==> src/rtl/fb_scan_pkg.sv <==
`timescale 1ns/1ps
package fb_scan_pkg;
  typedef struct packed {
    logic [7:0] r;
    logic [7:0] g;
    logic [7:0] b;
  } rgb_t;

  function automatic rgb_t unpack_word(input logic [31:0] w);
    rgb_t c;
    c.r = w[23:16];
    c.g = w[15:8];
    c.b = w[7:0];
    return c;
  endfunction
endpackage

==> src/rtl/fb_scan_timing.sv <==
`timescale 1ns/1ps
module fb_scan_timing #(
  parameter int H_VIS  = 640,
  parameter int H_FP   = 16,
  parameter int H_SYNC = 96,
  parameter int H_BP   = 48,
  parameter int V_VIS  = 480,
  parameter int V_FP   = 10,
  parameter int V_SYNC = 2,
  parameter int V_BP   = 33,
  localparam int H_TOT = H_VIS + H_FP + H_SYNC + H_BP,
  localparam int V_TOT = V_VIS + V_FP + V_SYNC + V_BP,
  localparam int HW    = $clog2(H_TOT),
  localparam int VW    = $clog2(V_TOT)
) (
  input  logic          clk_i,
  input  logic          rst_ni,
  output logic [HW-1:0] x_o,
  output logic [VW-1:0] y_o,
  output logic          visible_o,
  output logic          vblank_start_o,
  output logic          hsync_no,
  output logic          vsync_no
);
  localparam logic [HW-1:0] HLast  = HW'(H_TOT - 1);
  localparam logic [HW-1:0] HVis   = HW'(H_VIS);
  localparam logic [HW-1:0] HSyncB = HW'(H_VIS + H_FP);
  localparam logic [HW-1:0] HSyncE = HW'(H_VIS + H_FP + H_SYNC);
  localparam logic [VW-1:0] VLast  = VW'(V_TOT - 1);
  localparam logic [VW-1:0] VVis   = VW'(V_VIS);
  localparam logic [VW-1:0] VVisL  = VW'(V_VIS - 1);
  localparam logic [VW-1:0] VSyncB = VW'(V_VIS + V_FP);
  localparam logic [VW-1:0] VSyncE = VW'(V_VIS + V_FP + V_SYNC);

  logic [HW-1:0] h_q;
  logic [VW-1:0] v_q;
  logic          h_end;

  assign h_end = (h_q == HLast);

  always_ff @(posedge clk_i or negedge rst_ni) begin
    if (!rst_ni) begin
      h_q <= '0;
      v_q <= '0;
    end else if (h_end) begin
      h_q <= '0;
      v_q <= (v_q == VLast) ? '0 : v_q + 1'b1;
    end else begin
      h_q <= h_q + 1'b1;
    end
  end

  assign x_o            = h_q;
  assign y_o            = v_q;
  assign visible_o      = (h_q < HVis) && (v_q < VVis);
  assign vblank_start_o = h_end && (v_q == VVisL);
  assign hsync_no       = !((h_q >= HSyncB) && (h_q < HSyncE));
  assign vsync_no       = !((v_q >= VSyncB) && (v_q < VSyncE));
endmodule

==> src/rtl/fb_reg_file.sv <==
`timescale 1ns/1ps
module fb_reg_file #(
  parameter int AW        = 32,
  parameter int BASE_LSB  = 21,
  parameter int REG_AW    = 3,
  parameter bit BYTE_ADDR = 1'b1,
  localparam int BASE_W   = AW - BASE_LSB
) (
  input  logic              clk_i,
  input  logic              rst_ni,
  input  logic              we_i,
  input  logic [REG_AW-1:0] addr_i,
  input  logic [AW-1:0]     wdata_i,
  output logic [AW-1:0]     rdata_o,
  input  logic              latch_i,
  output logic              en_o,
  output logic              rot_o,
  output logic [BASE_W-1:0] base_o
);
  logic [REG_AW-1:0] idx;
  logic              sel_base, sel_ctrl;
  logic [BASE_W-1:0] base_sh, base_act;
  logic              rot_sh, rot_act, en_q;
  logic              unused_wdata;

  if (BYTE_ADDR) begin : g_byte_idx
    assign idx = addr_i >> 2;
  end else begin : g_word_idx
    assign idx = addr_i;
  end

  assign sel_base     = (idx == '0);
  assign sel_ctrl     = (idx == REG_AW'(1));
  assign unused_wdata = ^wdata_i[BASE_LSB-1:2];

  always_ff @(posedge clk_i or negedge rst_ni) begin
    if (!rst_ni) begin
      base_sh  <= '0;
      rot_sh   <= 1'b0;
      en_q     <= 1'b0;
      base_act <= '0;
      rot_act  <= 1'b0;
    end else begin
      if (we_i && sel_base) base_sh <= wdata_i[AW-1:BASE_LSB];
      if (we_i && sel_ctrl) begin
        en_q   <= wdata_i[0];
        rot_sh <= wdata_i[1];
      end
      // frame-consistent copy, taken as blanking begins
      if (latch_i) begin
        base_act <= base_sh;
        rot_act  <= rot_sh;
      end
    end
  end

  always_comb begin
    rdata_o = '0;
    if (sel_base)      rdata_o = {base_sh, {BASE_LSB{1'b0}}};
    else if (sel_ctrl) rdata_o = {{(AW-2){1'b0}}, rot_sh, en_q};
  end

  assign en_o   = en_q;
  assign rot_o  = rot_act;
  assign base_o = base_act;
endmodule

==> src/rtl/fb_addr_gen.sv <==
`timescale 1ns/1ps
module fb_addr_gen #(
  parameter int AW          = 32,
  parameter int BASE_LSB    = 21,
  parameter int STRIDE_LOG2 = 10,
  parameter int H_VIS       = 640,
  parameter int V_VIS       = 480,
  parameter int HW          = 10,
  parameter int VW          = 10,
  localparam int BASE_W     = AW - BASE_LSB
) (
  input  logic [HW-1:0]     x_i,
  input  logic [VW-1:0]     y_i,
  input  logic              rot_i,
  input  logic [BASE_W-1:0] base_i,
  output logic [AW-1:0]     addr_o
);
  localparam logic [HW-1:0] XMax = HW'(H_VIS - 1);
  localparam logic [VW-1:0] YMax = VW'(V_VIS - 1);

  logic [HW-1:0] xe;
  logic [VW-1:0] ye;
  logic [AW-1:0] word_off;

  assign xe       = rot_i ? (XMax - x_i) : x_i;
  assign ye       = rot_i ? (YMax - y_i) : y_i;
  assign word_off = (AW'(ye) << STRIDE_LOG2) + AW'(xe);
  assign addr_o   = {base_i, {BASE_LSB{1'b0}}} + (word_off << 2);
endmodule

==> src/rtl/fb_pixel_unpack.sv <==
`timescale 1ns/1ps
module fb_pixel_unpack
  import fb_scan_pkg::*;
(
  input  logic        clk_i,
  input  logic        rst_ni,
  input  logic        valid_i,
  input  logic        en_i,
  input  logic [31:0] word_i,
  output rgb_t        rgb_o
);
  always_ff @(posedge clk_i or negedge rst_ni) begin
    if (!rst_ni)             rgb_o <= '0;
    else if (valid_i && en_i) rgb_o <= unpack_word(word_i);
    else                     rgb_o <= '0;
  end
endmodule

==> src/rtl/fb_scan_ctrl.sv <==
`timescale 1ns/1ps
module fb_scan_ctrl
  import fb_scan_pkg::*;
#(
  parameter int AW          = 32,
  parameter int BASE_LSB    = 21,
  parameter int REG_AW      = 3,
  parameter bit BYTE_ADDR   = 1'b1,
  parameter int STRIDE_LOG2 = 10,
  parameter int H_VIS       = 640,
  parameter int H_FP        = 16,
  parameter int H_SYNC      = 96,
  parameter int H_BP        = 48,
  parameter int V_VIS       = 480,
  parameter int V_FP        = 10,
  parameter int V_SYNC      = 2,
  parameter int V_BP        = 33
) (
  input  logic              clk_i,
  input  logic              rst_ni,
  input  logic              reg_we_i,
  input  logic [REG_AW-1:0] reg_addr_i,
  input  logic [AW-1:0]     reg_wdata_i,
  output logic [AW-1:0]     reg_rdata_o,
  output logic              mem_req_o,
  output logic [AW-1:0]     mem_addr_o,
  input  logic              mem_valid_i,
  input  logic [31:0]       mem_rdata_i,
  output logic              hsync_no,
  output logic              vsync_no,
  output logic [7:0]        red_o,
  output logic [7:0]        green_o,
  output logic [7:0]        blue_o
);
  localparam int HTot   = H_VIS + H_FP + H_SYNC + H_BP;
  localparam int VTot   = V_VIS + V_FP + V_SYNC + V_BP;
  localparam int HW     = $clog2(HTot);
  localparam int VW     = $clog2(VTot);
  localparam int BASE_W = AW - BASE_LSB;

  logic [HW-1:0]     x;
  logic [VW-1:0]     y;
  logic              visible, vblank_start;
  logic              ctrl_en, rot_act;
  logic [BASE_W-1:0] base_act;
  rgb_t              rgb;

  fb_scan_timing #(
    .H_VIS(H_VIS), .H_FP(H_FP), .H_SYNC(H_SYNC), .H_BP(H_BP),
    .V_VIS(V_VIS), .V_FP(V_FP), .V_SYNC(V_SYNC), .V_BP(V_BP)
  ) timing_i (
    .clk_i, .rst_ni,
    .x_o(x), .y_o(y),
    .visible_o(visible), .vblank_start_o(vblank_start),
    .hsync_no, .vsync_no
  );

  fb_reg_file #(
    .AW(AW), .BASE_LSB(BASE_LSB), .REG_AW(REG_AW), .BYTE_ADDR(BYTE_ADDR)
  ) regs_i (
    .clk_i, .rst_ni,
    .we_i(reg_we_i), .addr_i(reg_addr_i), .wdata_i(reg_wdata_i),
    .rdata_o(reg_rdata_o), .latch_i(vblank_start),
    .en_o(ctrl_en), .rot_o(rot_act), .base_o(base_act)
  );

  fb_addr_gen #(
    .AW(AW), .BASE_LSB(BASE_LSB), .STRIDE_LOG2(STRIDE_LOG2),
    .H_VIS(H_VIS), .V_VIS(V_VIS), .HW(HW), .VW(VW)
  ) addr_i (
    .x_i(x), .y_i(y), .rot_i(rot_act), .base_i(base_act), .addr_o(mem_addr_o)
  );

  fb_pixel_unpack unpack_i (
    .clk_i, .rst_ni,
    .valid_i(mem_valid_i), .en_i(ctrl_en), .word_i(mem_rdata_i), .rgb_o(rgb)
  );

  assign mem_req_o = ctrl_en && visible;
  assign red_o     = rgb.r;
  assign green_o   = rgb.g;
  assign blue_o    = rgb.b;
endmodule

==> config.mk <==
export PLATFORM = sky130hd
export DESIGN_NAME = fb_scan_ctrl
export DESIGN_NICKNAME = d
export VERILOG_FILES = /design/src/rtl/fb_scan_pkg.sv /design/src/rtl/fb_scan_timing.sv /design/src/rtl/fb_reg_file.sv /design/src/rtl/fb_addr_gen.sv /design/src/rtl/fb_pixel_unpack.sv /design/src/rtl/fb_scan_ctrl.sv
export SDC_FILE = /design/constraint.sdc
export NUM_CORES = 1
export LEC_CHECK = 0
export BUFFER_PORTS_ARGS = -buffer_cell sky130_fd_sc_hd__buf_2
export CAP_MARGIN = 20
export CORE_MARGIN = 3
export CORE_UTILIZATION = 35
export CTS_CLUSTER_DIAMETER = 60
export CTS_CLUSTER_SIZE = 30
export DETAILED_ROUTE_END_ITERATION = 8
export PLACE_DENSITY = 0.61
export SYNTH_ARGS = -nofsm -noshare
export SYNTH_HDL_FRONTEND = slang
export SYNTH_SLANG_ARGS = --single-unit
==> constraint.sdc <==
create_clock -name clk_i -period 3.9 [get_ports clk_i]
set_input_delay 0.975 -clock clk_i [delete_from_list [all_inputs] [get_ports clk_i]]
set_output_delay 0.975 -clock clk_i [all_outputs]
set_load 0.05 [all_outputs]
# After elaboration in Yosys (flattened, before gate mapping)
# Index checks and enable logic that the tools add are counted.
[classes] n_addsub=6 n_lt_le_gt_ge=6 eq_ne=3 n_mux=7 n_reduce_logical=11
[ops] cell="$mux 10" count=4
[ops] cell="$add 32x23->32" count=1
[ops] cell="$mux 32" count=1
[ops] cell="$mux 24" count=1
[ops] cell="$add 20x10->21" count=1
[ops] cell="$add 10x1->10 const B" count=2
[ops] cell="$eq 10x10->1 const B" count=2
[ops] cell="$lt 10x10->1 const B" count=2
[ops] cell="$lt 10x9->1 const B" count=2
[ops] cell="$eq 10x9->1 const B" count=1
[ops] cell="$ge 10x10->1 const B" count=1
[ops] cell="$ge 10x9->1 const B" count=1
[ops] cell="$sub 10x10->10 const A" count=1
[ops] cell="$sub 9x10->10 const A" count=1
[ops] cell="$logic_and 1x1->1" count=8
[ops] cell="$logic_not 3->1" count=1
[ops] cell="$logic_not 1->1" count=2
[ops] cell="$mux 2" count=1
[word_totals] reg_bits=69 in_bits=71 output_inout_bits=91

# Longest topological paths before layout
[depth] ltp_word=4 depth_mapped=9

# Hierarchy
# From an unflattened synthesis, not the netlist that was laid out.
[hier_totals] cells_unflattened=310 area_unflattened_um2=3538.4
[by_module_without_submodules] module="fb_reg_file" n_inst=1 cells_each=88 area_each_um2=1212.4 seq_area_each_um2=625.6
[by_module_without_submodules] module="fb_scan_timing" n_inst=1 cells_each=106 area_each_um2=1084.8 seq_area_each_um2=500.5
[by_module_without_submodules] module="fb_pixel_unpack" n_inst=1 cells_each=52 area_each_um2=770.7 seq_area_each_um2=600.6
[by_module_without_submodules] module="fb_addr_gen" n_inst=1 cells_each=63 area_each_um2=464.2 seq_area_each_um2=0.0
[by_module_without_submodules] module="fb_scan_ctrl" n_inst=1 cells_each=1 area_each_um2=6.3 seq_area_each_um2=0.0

# Worst setup path before layout
# OpenSTA, ideal clock, no wires.
[synth_path] path_kind="reg2out" from="register regs_i.rot_act, in the netlist regs_i.rot_o" to="output port mem_addr_o[31]" arrival_time_ns=2.530 t_required_ns=2.925 path_slack_ns=0.395 path_stages_with_launch=10 path_cell_list="dfrtp_1 clkbuf_1 nand4_1 xnor2_1 ha_1 ha_1 nand3_1 nor2_1 nand3_1 xnor2_1"
[synth_via] elab_chain_len=3 word_cells_on_any_way=4
[synth_lines] element="from (decl)" line="fb_reg_file.sv:23" rtl="logic rot_sh, rot_act, en_q;"
[synth_lines] element="from (signal assigned)" line="fb_reg_file.sv:52" rtl="rot_act <= rot_sh;"
[synth_lines] element="$mux 10, on equally long branches" line="fb_addr_gen.sv:25, fb_addr_gen.sv:26"
[synth_lines] element="$add 20x10->21 *" line="fb_addr_gen.sv:27" rtl="assign word_off = (AW'(ye) << STRIDE_LOG2) + AW'(xe);"
[synth_lines] element="$add 32x23->32 *" line="fb_addr_gen.sv:28" rtl="assign addr_o = {base_i, {BASE_LSB{1'b0}}} + (word_off << 2);"
[synth_lines] element="to (decl)" line="fb_scan_ctrl.sv:26" rtl="output logic [AW-1:0] mem_addr_o,"
# Mark *: on every way between the ends. The rest lies on a longest branch, timed or not.

# Final worst setup path
[layout_path] from="register timing_i.v_q[6], in the netlist timing_i.y_o[6]" to="output port mem_addr_o[31]"
[layout_via] elab_chain_len=4
[layout_lines] element="from (decl)" line="fb_scan_timing.sv:36" rtl="logic [VW-1:0] v_q;"
[layout_lines] element="from (signal assigned)" line="fb_scan_timing.sv:47" rtl="v_q <= (v_q == VLast) ? '0 : v_q + 1'b1;"
[layout_lines] element="$sub 9x10->10" line="fb_addr_gen.sv:26" rtl="assign ye = rot_i ? (YMax - y_i) : y_i;"
[layout_lines] element="$mux 10 *" line="fb_addr_gen.sv:26"
[layout_lines] element="$add 20x10->21 *" line="fb_addr_gen.sv:27"
[layout_lines] element="$add 32x23->32 *" line="fb_addr_gen.sv:28"
# Marked as above.

==> results.toml <==
[logic_synthesis]
netlist.area_leader.share_pct = 48.5
syn_inst = 320
syn_area_per_cell_sq_um = 11.1
synth_edf_count = 0
yosys.cell_types.count = 39
dominantRegCellSynth = "dfrtp_1"
syn_area_sq_mm = 0.00356
synth_seq_cells = 69
yosysWarnings = 0
synthTopCellsByArea = "dfrtp_1 49%, and3_1 5.1%, buf_4 5.1%"
async_reset_ff_share_pct = 100
seq_area_frac_synth_pct = 48.5
yosysTopAreaCell = "dfrtp_1"

[detailed_routing]
dr.first_iter.drc_count = 69
ant_nets = 0
post_drt_wl_per_cell_microns = 13.8
vias = 2551
drc_errors = 0
drt-total-wl_microns = 7750
viasPerCell = 4.55
first_pass_iters = 4

[setup_path]
crit_buf_inv = 1
arrival_ps = 2600
slowest_delay_ps = 480
crit_path_frequent_cell = "ha_1"
path_cells = "ha_1, nand4_1, xnor2_1, ha_1, ha_1, nand3_1, nor2_1, nand3_1, xnor2_1, buf_2"
critPathMaxFanout = 10
path_delay_family = "adder cells"
crit_required_ps = 2920
start_kind = "flip-flop"
crit_slowest_cell = "dfrtp_2"
crit_path_end_kind = "output port"
crit_type = "flip-flop to output port"

[global_route]
met1_usage_pct = 19.0
grt_usage_pct = 13.7
grt_max_degree = 45
grt.overflow.total = 0
top_usage_layer = "met2"
grt_pass1_wl_microns = 12500
grt_pass1_vias = 2488
met3_usage_pct = 4.09
antenna_found_initial = 0
met2_usage_pct = 21.0

[clock_tree]
cts_tree = "yes"
path_clk_slew_ps = 80
hold_buffers = 0
cts_inserted_buffers = 9
cts_buffer_depth = 2
clock_latency_ps = 340
cts.sinks = 69
clockRootBuffer = "clkbuf_8"
h-tree-depth = 3

[outcome]
status = "complete, no violations"

[power]
power.share.combinational_pct = 17.5
switching_share_pct = 32.4
power_frac_clock_pct = 33.6
pwr-share-seq_pct = 48.8
powerDensity_mw_per_mm2 = 367
p_switching_uw = 514
p_leak_uw = 0.00236
internal_power_uw = 1070
peakVddDrop_mv = 0.166

[die]
chipWidth_microns = 107
die-area_sq_mm = 0.0114
rows = 36
pin_count = 162
die_h_microns = 107
coreArea_sq_mm = 0.00982
start_util_pct = 36.3

[placement]
post-place-ws_ps = 571
gp_congestion = 0.838
hpwl_microns = 5680
portBuffers = 111
placed_cell_area_sq_mm = 0.00412

[finish]
drive_gt1_share_pct = 38.6
final_common_cell = "buf_2"
fillers = 992
final_cell_mix = "111 x buf_2, 67 x dfrtp_1, 29 x and3_1"
antenna_cells = 0
multi_input_area_sq_mm = 0.00160
final_area_sq_mm = 0.00433
seq_area_sq_mm = 0.00173
utilization_pct = 44.1
fin_nets = 505
area_delta_synth_final_pct = 21.6

[timing]
timing.setup.tns_ps = 0
max_clock_freq_mhz = 280
final-hold-violation-count = 0
fin_crit_sh_pct = 91.6
period_needed_ps = 3570
clock_skew_ps = 8.14
setup_ws_ps = 327
slew_violations = 0
slew_headroom_pct = 60.1
worst_pin_slew_ps = 599
rsz0062_at_grt = "false"
timing.final.setup_violations = 0
holdWs_ps = 444

[hold_path]
hp-class = "primary input to async pin"

[flow_run]
maxCapViolCount = 0
[worst paths after layout]
path,start,to,slack (ps),cells after the start
max,timing_i.y_o[6]$_DFFE_PN0N_,mem_addr_o[31],330,10
min,rst_ni,regs_i.base_o[7]$_DFFE_PN0P_,440,1
max reg2reg,timing_i.x_o[0]$_DFF_PN0_,regs_i.base_o[5]$_DFFE_PN0P_,1640,5
min reg2reg,regs_i.base_o[0]$_DFFE_PN0P_,regs_i.base_o[0]$_DFFE_PN0P_,530,1
max in group asynchronous,rst_ni,timing_i.x_o[6]$_DFF_PN0_,2750,3
min in group clk_i,regs_i.base_o[0]$_DFFE_PN0P_,regs_i.base_o[0]$_DFFE_PN0P_,530,1
[sequential cells by signal, indices dropped and copies added, names as in the netlist]
name / flops
regs_i.base_o: 11
regs_i.base_sh: 11
regs_i.en_o: 1
regs_i.rot_o: 1
regs_i.rot_sh: 1
timing_i.x_o: 10
timing_i.y_o: 10
unpack_i.rgb_o: 24
[kinds of logic after synthesis]
group | synth area share, %
buf+inv | 8.54
flops | 48.5
simple gates | 18.0
fa+ha+maj | 3.87
mux | 9.28
other cells | 0.105
xor+xnor | 8.86
compound gates | 2.85
[area by class of cell]
class	count	area share, %
Clock buffer	10	3.18
Timing Repair Buffer	116	14.0
Tap cell	133	3.85
Inverter	10	0.867
Multi-Input combinational cell	217	37.1
Clock inverter	6	1.10
Sequential cell	69	40.0
[synth_stat cells (2+ instances only)]
| library cell | number |
|---|---|
| and2_1 | 3 |
| and3_1 | 29 |
| buf_2 | 3 |
| buf_4 | 24 |
| clkbuf_1 | 15 |
| dfrtp_1 | 69 |
| ha_1 | 11 |
| inv_1 | 10 |
| mux2_2 | 16 |
| mux2_4 | 10 |
| nand2_1 | 9 |
| nand2b_1 | 3 |
| nand3_1 | 14 |
| nand4_1 | 13 |
| nor2_1 | 13 |
| nor2b_1 | 13 |
| nor3_1 | 2 |
| o21ai_0 | 7 |
| o2bb2ai_1 | 2 |
| xnor2_1 | 17 |
| xor2_1 | 19 |
[timing repair]
action	CTS	global route
gates resized for setup	0	2
setup buffers	0	0
setup endpoints to repair	0	1
[power by group through the flow]
stage	registers [uW]	clock network, uW	logic [uW]
CTS	777	556	279
global placement	789	0	276
floorplan	835	0	168
finish	775	534	278
global route	783	586	295
detailed placement	791	0	279
[per-stage QoR]
step	std cells	total power [uW]
detailed placement	544	1070
CTS	560	1610
global route	561	1660
finish	561	1590
global placement	544	1070
floorplan	340	1000
[per-layer routing]
metal  up-vias  wire [microns]  part of all wire [%]
li1       1247               -                     -
met1      1205            3520                    45
met2        90            3550                    46
met3         9             596                   7.7
met4         0              87                   1.1
met5         -               0                     0
No activity file was read; power rests on OpenSTA's default activity.
